$ cat src/rtl/pfr_pkg.sv
package pfr_pkg;
  typedef enum logic [1:0] {
    REG_ROM = 2'd0,
    REG_RAM = 2'd1,
    REG_EXT = 2'd2
  } pfr_region_e;
endpackage

$ cat src/rtl/pfr_decode.sv
module pfr_decode
  import pfr_pkg::*;
#(
  parameter int ADDR_W    = 24,
  parameter int ROM_BYTES = 1024,
  parameter int RAM_BYTES = 4096,
  parameter int ROM_AW    = 10,
  parameter int RAM_AW    = 12
) (
  input  logic [ADDR_W-1:0] addr,
  output pfr_region_e       region,
  output logic [ROM_AW-1:0] rom_off,
  output logic [RAM_AW-1:0] ram_off
);
  localparam int RAM_BASE = 65536 - RAM_BYTES;

  logic        low64;
  logic        rom_hit;
  logic        ram_hit;
  logic [15:0] ram_rel;

  assign low64 = (addr[ADDR_W-1:16] == '0);

  // a zero-sized region never claims an address
  if (ROM_BYTES == 0) begin : g_no_rom
    assign rom_hit = 1'b0;
  end else begin : g_rom
    assign rom_hit = low64 && ({1'b0, addr[15:0]} < 17'(ROM_BYTES));
  end

  if (RAM_BYTES == 0) begin : g_no_ram
    assign ram_hit = 1'b0;
  end else begin : g_ram
    assign ram_hit = low64 && ({1'b0, addr[15:0]} >= 17'(RAM_BASE));
  end

  assign ram_rel = addr[15:0] - 16'(RAM_BASE);
  assign rom_off = addr[ROM_AW-1:0];
  assign ram_off = ram_rel[RAM_AW-1:0];

  always_comb begin
    if (rom_hit)      region = REG_ROM;
    else if (ram_hit) region = REG_RAM;
    else              region = REG_EXT;
  end
endmodule

$ cat src/rtl/pfr_offchip.sv
module pfr_offchip #(
  parameter int ADDR_W = 24,
  parameter int DATA_W = 8,
  parameter int WAIT_W = 4
) (
  input  logic              clk,
  input  logic              rst_n,
  input  logic              start,
  input  logic              start_write,
  input  logic [ADDR_W-1:0] start_addr,
  input  logic [DATA_W-1:0] start_wdata,
  input  logic [WAIT_W-1:0] wait_cfg,
  input  logic              ext_ready,
  input  logic [DATA_W-1:0] ext_rdata,
  output logic              busy,
  output logic              done,
  output logic              done_write,
  output logic [DATA_W-1:0] rdata_q,
  output logic              ext_rd,
  output logic              ext_wr,
  output logic [ADDR_W-1:0] ext_addr,
  output logic [DATA_W-1:0] ext_wdata
);
  logic              active;
  logic              is_wr;
  logic [WAIT_W-1:0] cnt;

  assign busy       = active;
  assign done       = active && (cnt == '0) && ext_ready;
  assign done_write = is_wr;
  assign ext_rd     = active && !is_wr;
  assign ext_wr     = active && is_wr;

  always_ff @(posedge clk or negedge rst_n) begin
    if (!rst_n) begin
      active    <= 1'b0;
      is_wr     <= 1'b0;
      cnt       <= '0;
      ext_addr  <= '0;
      ext_wdata <= '0;
      rdata_q   <= '0;
    end else if (start) begin
      active    <= 1'b1;
      is_wr     <= start_write;
      cnt       <= wait_cfg;
      ext_addr  <= start_addr;
      ext_wdata <= start_wdata;
    end else if (active) begin
      if (cnt != '0) cnt <= cnt - 1'b1;
      if (done) begin
        active  <= 1'b0;
        rdata_q <= ext_rdata;
      end
    end
  end
endmodule

$ cat src/rtl/pfetch_router.sv
module pfetch_router
  import pfr_pkg::*;
#(
  parameter int ADDR_W    = 24,
  parameter int DATA_W    = 8,
  parameter int ROM_BYTES = 1024,
  parameter int RAM_BYTES = 4096,
  parameter int WAIT_W    = 4,
  parameter int OFF_W     = 16
) (
  input  logic              clk,
  input  logic              rst_n,
  input  logic              req_valid,
  output logic              req_ready,
  input  logic [ADDR_W-1:0] req_addr,
  input  logic              req_write,
  input  logic [DATA_W-1:0] req_wdata,
  output logic              rsp_valid,
  output logic [DATA_W-1:0] rsp_data,
  input  logic [WAIT_W-1:0] wait_cfg,
  output logic              rom_en,
  output logic [OFF_W-1:0]  rom_addr,
  input  logic [DATA_W-1:0] rom_rdata,
  output logic              ram_re,
  output logic              ram_we,
  output logic [OFF_W-1:0]  ram_addr,
  output logic [DATA_W-1:0] ram_wdata,
  input  logic [DATA_W-1:0] ram_rdata,
  output logic              ext_rd,
  output logic              ext_wr,
  output logic [ADDR_W-1:0] ext_addr,
  output logic [DATA_W-1:0] ext_wdata,
  input  logic [DATA_W-1:0] ext_rdata,
  input  logic              ext_ready
);
  localparam int ROM_AW = (ROM_BYTES > 2) ? $clog2(ROM_BYTES) : 1;
  localparam int RAM_AW = (RAM_BYTES > 2) ? $clog2(RAM_BYTES) : 1;

  pfr_region_e       region;
  logic [ROM_AW-1:0] rom_off;
  logic [RAM_AW-1:0] ram_off;
  logic              accept;
  logic              ext_busy;
  logic              ext_done;
  logic              ext_done_wr;
  logic [DATA_W-1:0] ext_q;
  pfr_region_e       src_q;
  logic              wr_q;
  logic              vld_q;

  pfr_decode #(
    .ADDR_W(ADDR_W), .ROM_BYTES(ROM_BYTES), .RAM_BYTES(RAM_BYTES),
    .ROM_AW(ROM_AW), .RAM_AW(RAM_AW)
  ) u_dec (
    .addr(req_addr), .region(region), .rom_off(rom_off), .ram_off(ram_off)
  );

  assign req_ready = !ext_busy;
  assign accept    = req_valid && req_ready;

  assign rom_en    = accept && (region == REG_ROM) && !req_write;
  assign ram_re    = accept && (region == REG_RAM) && !req_write;
  assign ram_we    = accept && (region == REG_RAM) && req_write;
  assign rom_addr  = OFF_W'(rom_off);
  assign ram_addr  = OFF_W'(ram_off);
  assign ram_wdata = req_wdata;

  pfr_offchip #(.ADDR_W(ADDR_W), .DATA_W(DATA_W), .WAIT_W(WAIT_W)) u_ext (
    .clk(clk), .rst_n(rst_n),
    .start(accept && (region == REG_EXT)),
    .start_write(req_write), .start_addr(req_addr), .start_wdata(req_wdata),
    .wait_cfg(wait_cfg), .ext_ready(ext_ready), .ext_rdata(ext_rdata),
    .busy(ext_busy), .done(ext_done), .done_write(ext_done_wr), .rdata_q(ext_q),
    .ext_rd(ext_rd), .ext_wr(ext_wr), .ext_addr(ext_addr), .ext_wdata(ext_wdata)
  );

  // one response per request: on-chip one cycle after accept, off-chip after done
  always_ff @(posedge clk or negedge rst_n) begin
    if (!rst_n) begin
      vld_q <= 1'b0;
      src_q <= REG_ROM;
      wr_q  <= 1'b0;
    end else if (ext_done) begin
      vld_q <= 1'b1;
      src_q <= REG_EXT;
      wr_q  <= ext_done_wr;
    end else if (accept && (region != REG_EXT)) begin
      vld_q <= 1'b1;
      src_q <= region;
      wr_q  <= req_write;
    end else begin
      vld_q <= 1'b0;
    end
  end

  assign rsp_valid = vld_q;

  always_comb begin
    if (wr_q)                rsp_data = '0;
    else if (src_q == REG_ROM) rsp_data = rom_rdata;
    else if (src_q == REG_RAM) rsp_data = ram_rdata;
    else                     rsp_data = ext_q;
  end
endmodule

$ cat config.mk
export PLATFORM = sky130hd
export DESIGN_NAME = pfetch_router
export DESIGN_NICKNAME = d
export VERILOG_FILES = /design/src/rtl/pfr_pkg.sv /design/src/rtl/pfr_decode.sv /design/src/rtl/pfr_offchip.sv /design/src/rtl/pfetch_router.sv
export SDC_FILE = /design/constraint.sdc
export NUM_CORES = 1
export LEC_CHECK = 0
export ABC_AREA = 1
export ABC_CLOCK_PERIOD_IN_PS = 2750
export BUFFER_PORTS_ARGS = -buffer_cell sky130_fd_sc_hd__buf_2
export CORE_AREA = 2 2 91 93
export CTS_CLUSTER_SIZE = 8
export DETAILED_ROUTE_END_ITERATION = 8
export DIE_AREA = 0 0 93 95
export GPL_ROUTABILITY_DRIVEN = 0
export PLACE_DENSITY_LB_ADDON = 0.08
export SLEW_MARGIN = 10
export SYNTH_ARGS = -nofsm -noshare
export SYNTH_HDL_FRONTEND = slang
export SYNTH_SLANG_ARGS = --single-unit
$ cat constraint.sdc
create_clock -name clk -period 2.75 [get_ports clk]
set_clock_uncertainty 0.1 [all_clocks]
set_input_delay 0 -clock clk [delete_from_list [all_inputs] [get_ports clk]]
set_output_delay 0 -clock clk [all_outputs]
set_load 0.005 [all_outputs]
---- Yosys cells after proc, flatten, opt, wreduce, memory -nomap -nowiden ----
Cells that the tools add are included.
cells by class
  shift operators ......................... 0
  $mul .................................... 0
  bitwise logic cells ..................... 1
  magnitude comparators ................... 2
  add/subtract/negate cells ............... 2
  multiplexer cells ....................... 17
  reductions and logical operators ........ 27
  equality and inequality tests ........... 4
  divide/modulo/power cells ............... 0
operators by type and width
  operator                                                                        number
  8-bit 2-to-1 mux                                                                3
  16-bit >= comparator, second input constant                                     1
  16-bit by 11-bit less-than comparator with 1-bit output, second input constant  1
  1-bit logical AND                                                               14
  4-bit 2-to-1 mux                                                                3
  12-bit by 1-bit subtractor with 12-bit output, second input constant            1
  8-bit zero test                                                                 1
  2-bit 2-to-1 mux                                                                4
  1-bit 2-to-1 mux                                                                7
  2-bit nonzero test                                                              3
  2-bit by 1-bit == test with 1-bit output, second input constant                 2
  2-bit zero test                                                                 2
  4-bit zero test                                                                 1
  4-bit nonzero test                                                              1
  4-bit by 1-bit subtractor with 4-bit output, second input constant              1
  1-bit zero test                                                                 3
  3-bit AND reduction                                                             1
  2-bit == test, second input constant                                            1
  2-bit != test, second input constant                                            1
  2-bit AND reduction                                                             1
  1-bit NOT                                                                       1
word-level totals
  word-level logic and storage cells ...... 62
  ROM bits ................................ 0
  memories ................................ 0
  register bits after elaboration ......... 50
  output and inout bits ................... 87
  bits in writable memories ............... 0
  input port bits ......................... 65
  bits in latches ......................... 0

---- Logic depth before layout (Yosys ltp) ----
Gate-level depths: netlist (run 1).
  depth after elaboration ................. 8
  mapped depth ............................ 10
  depth with buffers taken out ............ 9

---- By module ----
A second synthesis (run 1) with hierarchy kept.
second synthesis, totals
  cells, all modules ...................... 374
  area, all modules ....................... 2792.7 µm²
by module, submodules not included
  module         seq. area each (µm²)  cells an instance  area each (µm²)  times used
  pfr_offchip    1151.1                226                1926.8           1
  pfetch_router  100.1                 103                606.8            1
  pfr_decode     0.0                   45                 259.0            1

---- Worst setup path before layout (run 1) ----
No wires, ideal clock.
  kind .................................... register -> register
  start ................................... register u_ext.cnt[0]
  end ..................................... register u_ext.rdata_q[5]
  required time ........................... 2.525 ns
  cell stages (with the launch flop) ...... 8
  path buffers ............................ 1
  data arrival time ....................... 1.334 ns
  path slack .............................. 1.191 ns
  clock period less this slack ............ 1.559 ns
  library setup time ...................... 0.125 ns
  cell sequence ........................... dfrtp_1 > inv_1 > ha_1 > nand2_1 > nor2_1 > nand3_2 > buf_6 > mux2_4
between the ends
  longest elaborated chain between the ends .. 4
RTL lines
  element                               line               text
  from (decl)                           pfr_offchip.sv:26  logic [WAIT_W-1:0] cnt;
  from (signal assigned)                pfr_offchip.sv:45  cnt <= wait_cfg;
  from (signal assigned)                pfr_offchip.sv:49  if (cnt != '0) cnt <= cnt - 1'b1;
  4-bit zero test                       pfr_offchip.sv:29  assign done = active && (cnt == '0) && ext_ready;
  1-bit logical AND (2 in series)       pfr_offchip.sv:29
  3-bit AND reduction (no source line)  n/a
  to (signal assigned)                  pfr_offchip.sv:52  rdata_q <= ext_rdata;
  to (decl)                             pfr_offchip.sv:18  output logic [DATA_W-1:0] rdata_q,
Every way passes these cells.
A chain may end at the register's enable or synchronous reset.

---- Worst setup path in the final report (run 1) ----
  start ................................... register src_q[1]
  end ..................................... output port rsp_data[2]
between the ends
  longest elaborated chain between the ends .. 4
  elaborated cells between the ends (all ways) .. 5
  classes of those cells .................. eq/ne: 1; mux: 3; reduce/logical: 1
RTL lines
  element                                   line                  text
  from (decl)                               pfetch_router.sv:47   pfr_region_e src_q;
  from (signal assigned)                    pfetch_router.sv:89   src_q <= region;
  2-bit by 1-bit == test with 1-bit output  pfetch_router.sv:101  else if (src_q == REG_RAM) rsp_data = ram_rdata;
  8-bit 2-to-1 mux                          pfetch_router.sv:101
  8-bit 2-to-1 mux (*)                      pfetch_router.sv:100  else if (src_q == REG_ROM) rsp_data = rom_rdata;
  8-bit 2-to-1 mux (*)                      pfetch_router.sv:99   if (wr_q) rsp_data = '0;
  to (decl)                                 pfetch_router.sv:19   output logic [DATA_W-1:0] rsp_data,
Mark *: on every way between the ends. The rest lies on a longest branch, timed or not.

==> impl_metrics.py, run 1 <==
metrics = {
    "outcome": {
        "status": "completed",
    },
    "routing": {
        "initialDrtViolationCount": 69,
        "firstDrtPassIters": 4,
        "ant_nets": 0,
        "remaining_drc_errors": 0,
        "wirelength_um": 6840,
        "wire_per_inst_um": 11.4,
        "via_count": 2525,
        "vias_per_cell": 4.19,
    },
    "cells_and_area": {
        "fill_cells": 787,
        "fin_cells": 602,
        "nets": 563,
        "antenna_cells": 0,
        "layout_commonest_cell": "nand2_1",
        "syn_to_final_growth_pct": 39.4,
        "layout-drive-gt1-share_pct": 34.2,
        "final_cell_mix": "nand2_1, buf_2, dfrtp_1, dlygate4sd3_1, nand3_1",
        "fin_util_pct": 48.1,
    },
    "setup_path": {
        "crit_fanout": 10,
        "path_class": "flop to primary output",
        "crit_required_ns": 2.65,
        "crit_chain": "clkinv_1, nand2_1, inv_1, nand2_1, nand3_1, nand2_1, inv_1, buf_2",
        "start_kind": "flop",
        "crit_slowest_cell": "dfrtp_1",
        "crit_top_cell": "nand2_1",
        "cp-end-kind": "primary output",
        "max_stage_delay_ns": 0.53,
        "arrival_ns": 1.79,
    },
    "global_routing": {
        "grt_start_max_net_pins": 38,
        "grt.total_usage_pct": 15.6,
        "grt_pass1_vias": 2398,
        "grt-ovfl-total": 0,
        "grt_first_pass_wirelength_um": 11000,
        "antenna_found_initial": 0,
    },
    "clocking": {
        "cts_root_buf": "clkbuf_8",
        "cts-htree-levels": 2,
        "clkTransAtPathRegs_ns": 0.10,
        "cts_sinks": 50,
        "cts_resized": 0,
        "cts_buffers": 5,
        "insertion_delay_ns": 0.30,
        "clockBufferDepth": 2,
        "cts_tree": "done",
    },
    "power": {
        "vdd_drop_max_mv": 0.384,
        "leakage_nw": 2.23,
        "power_density_nw_per_um2": 825,
    },
    "floorplan": {
        "die_h_um": 95,
        "rows": 33,
        "core_area_um2": 7930,
        "dieArea_um2": 8840,
        "io_pins": 152,
        "initial_utilization_pct": 34.5,
        "die_w_um": 93,
    },
    "logic_synthesis": {
        "synthCells": 339,
        "synth.avg_cell_area_um2": 8.07,
        "synth_edf_count": 0,
        "synth_seq_cells": 50,
        "synthTopCellsByArea": "dfrtp_1, nand2_1, buf_4",
        "synthArstFlopShare_pct": 100,
        "synth.cell_area_um2": 2740,
        "ys_seq_area_share_pct": 45.7,
        "yosysWarnings": 0,
        "synthFlopType": "dfrtp_1",
        "yosysTopAreaCell": "dfrtp_1",
        "synth_top_area_share_pct": 45.7,
        "yosysUniqueCellTypes": 26,
    },
    "timing": {
        "min_period_ns": 1.89,
        "finalCritPeriodShare_pct": 68.7,
        "setup_slack_ns": 0.860,
        "setup-violations-final": 0,
        "rsz0062_at_grt": "false",
        "whs_ns": 0.0704,
        "hold_viol": 0,
        "fin_tns_setup_ns": 0,
        "worst_slew_pin_slew_ns": 0.837,
        "slew_headroom_pct": 44.2,
        "fmax_ghz": 0.529,
        "drv_slew": 0,
    },
    "place": {
        "place_inst": 548,
        "dp_hpwl_um": 4860,
        "pre_cts_ws_ns": 1.01,
        "port_buffers": 141,
    },
    "worst_hold_path": {
        "hp-class": "input port to flop",
    },
    "flow_run": {
        "cap_violations": 0,
    },
}
[cell families after synthesis]
group / share of synthesized area (%)
buf+inv: 18.0
compound gates: 1.92
mux: 3.71
other cells: 0.137
xor+xnor: 0.961
fa+ha+maj: 0.915
simple gates: 28.6
flops: 45.7
[critical path, delay by kind of cell (launching register included)]
kind	cells	cell delay (ns)
flops	1	0.53
buf+inv	4	0.61
simple gates	4	0.35
[flip-flops by register name (all words and copies together), names as in the netlist]
signal            flops
src_q                 2
u_ext.busy            1
u_ext.done_write      1
wr_q                  1
u_ext.ext_addr       24
u_ext.cnt             4
u_ext.rdata_q         8
u_ext.ext_wdata       8
rsp_valid             1
[layout make-up]
cell class              instances  area, µm²  share of cell area [%]
flip-flops and latches         50       1250                    32.8
clock inverters                 3       47.5                    1.25
repair buffers                190       1190                    31.2
clock buffers                   5       68.8                    1.80
well taps                     105        131                    3.44
inverters                      26        100                    2.62
multi-input cells             223       1030                    26.9
[cells in the mapped netlist (2+ instances only)]
master and count:
dfrtp_1 50, nand3_1 26, xor2_1 3, buf_4 41
nand2_1 144, o21ai_0 6, buf_6 7, ha_1 2
inv_1 21, mux2_4 3, inv_2 3, mux2_2 5
nor2_1 15
[worst paths after layout]
check / startpoint / to / slack, ns / depth (start not counted)
max: src_q[1] / rsp_data[2] / 0.86 / 8
min: req_valid / u_ext.cnt[0] / 0.07 / 5
max reg2reg: u_ext.busy / u_ext.done_write / 1.03 / 7
min reg2reg: u_ext.ext_addr[2] / u_ext.ext_addr[2] / 0.38 / 2
max in group asynchronous: rst_n / u_ext.ext_addr[0] / 1.67 / 3
min in group asynchronous: rst_n / u_ext.ext_addr[17] / 0.24 / 2
[layer usage]
layer	GRT usage (%)	wire length, µm
met1	20.6	3070
met5	0	0
met3	2.71	351
met4	3.43	56
met2	26.8	3360
[power by group]
group	internal, mW	switching, mW	leakage, nW
Sequential	1.07	0.210	0.617
Clock	0.278	0.257	0.0591
Combinational	0.655	0.674	1.55
[stage by stage]
stage	cell area (µm²)	power, mW
after global placement	3240	2.57
after CTS	3810	3.19
final	3810	3.14
after detailed placement	3240	2.60
after global routing	3810	3.46
after floorplan	2770	2.10
[what timing repair did]
action / in CTS / in global routing
endpoints found under the hold margin: 80 / 0
hold buffers: 46 / 0
setup buffers: 0 / 0
No activity file was read; power rests on OpenSTA's default activity.
==> run 2, diff against run 1 <==
- ABC_AREA: 1 -> 0
- ABC_CLOCK_PERIOD_IN_PS: 2750 -> 1600
- clock period: 2.75 -> 1.6 ns (I/O delays scaled with it)
==> impl_metrics.py, run 2 <==
metrics = {
    "outcome": {
        "status": "completed",
    },
    "worst_hold_path": {
        "hold_depth": 4,
        "hold_start": "ext_ready",
        "hp-class": "input port to flop",
        "min_to": "rsp_valid",
    },
    "power": {
        "vdd_drop_max_mv": 0.718,
        "power_density_nw_per_um2": 1470,
        "leakage_nw": 2.09,
        "total_power_mw": 6.01,
    },
    "routing": {
        "via_count": 2233,
        "firstDrtPassIters": 4,
        "ant_nets": 0,
        "remaining_drc_errors": 0,
        "vias_per_cell": 4.37,
        "wire_per_inst_um": 12.9,
        "wirelength_um": 6590,
        "initialDrtViolationCount": 74,
    },
    "flow_run": {
        "cap_violations": 0,
    },
    "timing": {
        "rsz0062_at_grt": "true",
        "hold_viol": 0,
        "drv_slew": 0,
        "whs_ns": 0.0345,
        "setup-violations-final": 0,
        "fin_tns_setup_ns": 0,
        "min_period_ns": 1.57,
        "fmax_ghz": 0.638,
        "setup_slack_ns": 0.0316,
        "finalCritPeriodShare_pct": 98.0,
    },
    "cells_and_area": {
        "fin_cells": 511,
        "nets": 472,
        "layout-drive-gt1-share_pct": 57.6,
        "largest_register_ffs": 24,
        "final_area_um2": 4100,
        "regMostFlops": "u_ext.ext_addr",
        "antenna_cells": 0,
        "layout_commonest_cell": "buf_2",
        "syn_to_final_growth_pct": 50.1,
        "fin_util_pct": 51.7,
        "final_cell_mix": "buf_2, dfrtp_1, dlygate4sd3_1, mux2_4",
        "reg.largest.list": "u_ext.ext_addr (24), u_ext.ext_wdata (8), u_ext.rdata_q (8)",
    },
    "global_routing": {
        "grt_start_max_net_pins": 32,
        "antenna_found_initial": 0,
        "grt_pass1_vias": 2137,
        "grt_first_pass_wirelength_um": 10100,
        "grt.total_usage_pct": 14.5,
        "grt-ovfl-total": 0,
    },
    "setup_path": {
        "reg2reg_depth": 4,
        "path_class": "flop to flop",
        "cp_top_family": "multiplexers",
        "critPathBufInv": 0,
        "crit_slowest_cell": "dfrtp_1",
        "arrival_ns": 1.66,
        "rrSetupSlack_ns": 0.03,
        "crit_required_ns": 1.69,
        "crit_chain": "nor2b_1, and3_1, mux2_2, mux2_4",
        "r2r_end": "u_ext.cnt[3]",
        "r2r-start": "u_ext.busy",
        "crit_fanout": 5,
        "start_kind": "flop",
        "max_stage_delay_ns": 0.40,
        "cp-end-kind": "flop",
        "timing.critical_path.from": "u_ext.busy",
    },
    "clocking": {
        "clockBufferDepth": 2,
        "cts_sinks": 50,
        "insertion_delay_ns": 0.31,
        "cts_tree": "done",
        "cts-htree-levels": 2,
        "clkTransAtPathRegs_ns": 0.09,
        "cts_root_buf": "clkbuf_8",
        "cts_buffers": 5,
    },
    "logic_synthesis": {
        "synthFlopType": "dfrtp_1",
        "synth.cell_area_um2": 2730,
        "synthCells": 224,
        "ys_seq_area_share_pct": 45.8,
        "synth_commonest_cells": "dfrtp_1, buf_4, mux2_4",
        "synthTopCellsByArea": "dfrtp_1, mux2_4, buf_4",
        "synth.avg_cell_area_um2": 12.2,
        "yosysTopAreaCell": "dfrtp_1",
        "yosysUniqueCellTypes": 38,
        "synthArstFlopShare_pct": 100,
        "synth_most_common_cell": "dfrtp_1",
        "yosysWarnings": 0,
        "synth_seq_cells": 50,
        "synth_top_area_share_pct": 45.8,
        "synth_edf_count": 0,
    },
    "place": {
        "place_inst": 451,
        "dpl_cell_area_um2": 3430,
        "pre_cts_ws_ns": -0.0635,
        "port_buffers": 141,
        "dp_hpwl_um": 4410,
    },
    "floorplan": {
        "die_h_um": 95,
        "dieArea_um2": 8840,
        "die_w_um": 93,
        "initial_utilization_pct": 34.4,
        "io_pins": 152,
        "rows": 33,
        "core_area_um2": 7930,
    },
}
[run 2: worst max path at each step]
stage               cells past startpoint  slack (ns)                  to
finish                                  4        0.03        u_ext.cnt[3]
global route                            5       -0.06  u_ext.ext_addr[12]
CTS                                     6       0.003    u_ext.rdata_q[5]
detailed placement                      7       -0.06  u_ext.ext_addr[22]
global placement                        7       -0.08  u_ext.ext_addr[20]
floorplan                               4        0.01  u_ext.ext_addr[16]
[run 2: layout make-up]
cell class              instances  area [µm²]
well taps                     105         131
fillers                       744        3830
clock inverters                 2        37.5
flip-flops and latches         50        1250
inverters                       4        15.0
repair buffers                212        1400
multi-input cells             132        1190
clock buffers                   6        72.6
[run 2: cell families after synthesis]
group	Yosys count	share of synthesized area [%]
muxes	53	25.2
buffers and inverters	52	14.1
DFF	50	45.8
and+or+nand+nor	44	7.79
AOI/OAI and AO/OA	21	5.73
adders and majority gates	2	0.916
other	1	0.137
xor gates and xnor gates	1	0.321
[run 2: what timing repair did]
item / 4_1_cts / 5_1_grt
pin swaps: 0 / 3
hold buffers: 46 / 0
buffers inserted: 1 / 4
hold endpoints to repair: 96 / 0
gates resized for setup: 5 / 10
gates cloned: 1 / 0
endpoints found under the setup margin: 21 / 55
[run 2: power by group]
part | internal (mW) | total, mW | switching (mW)
Clock | 0.467 | 0.898 | 0.431
Sequential | 1.89 | 2.30 | 0.409
Combinational | 1.82 | 2.82 | 1.00
[run 2: tightest hold or removal path, cell delays in order]
cell and delay (ns):
buf_2 0.11, nand3_2 0.09, buf_4 0.14, nand2_1 0.06
[run 2: layer usage]
| layer | track usage, % | wire [µm] |
|---|---|---|
| met5 | 0 | 0 |
| met2 | 25.3 | 3340 |
| met4 | 4.41 | 78 |
| met3 | 2.79 | 407 |
| met1 | 18.3 | 2760 |
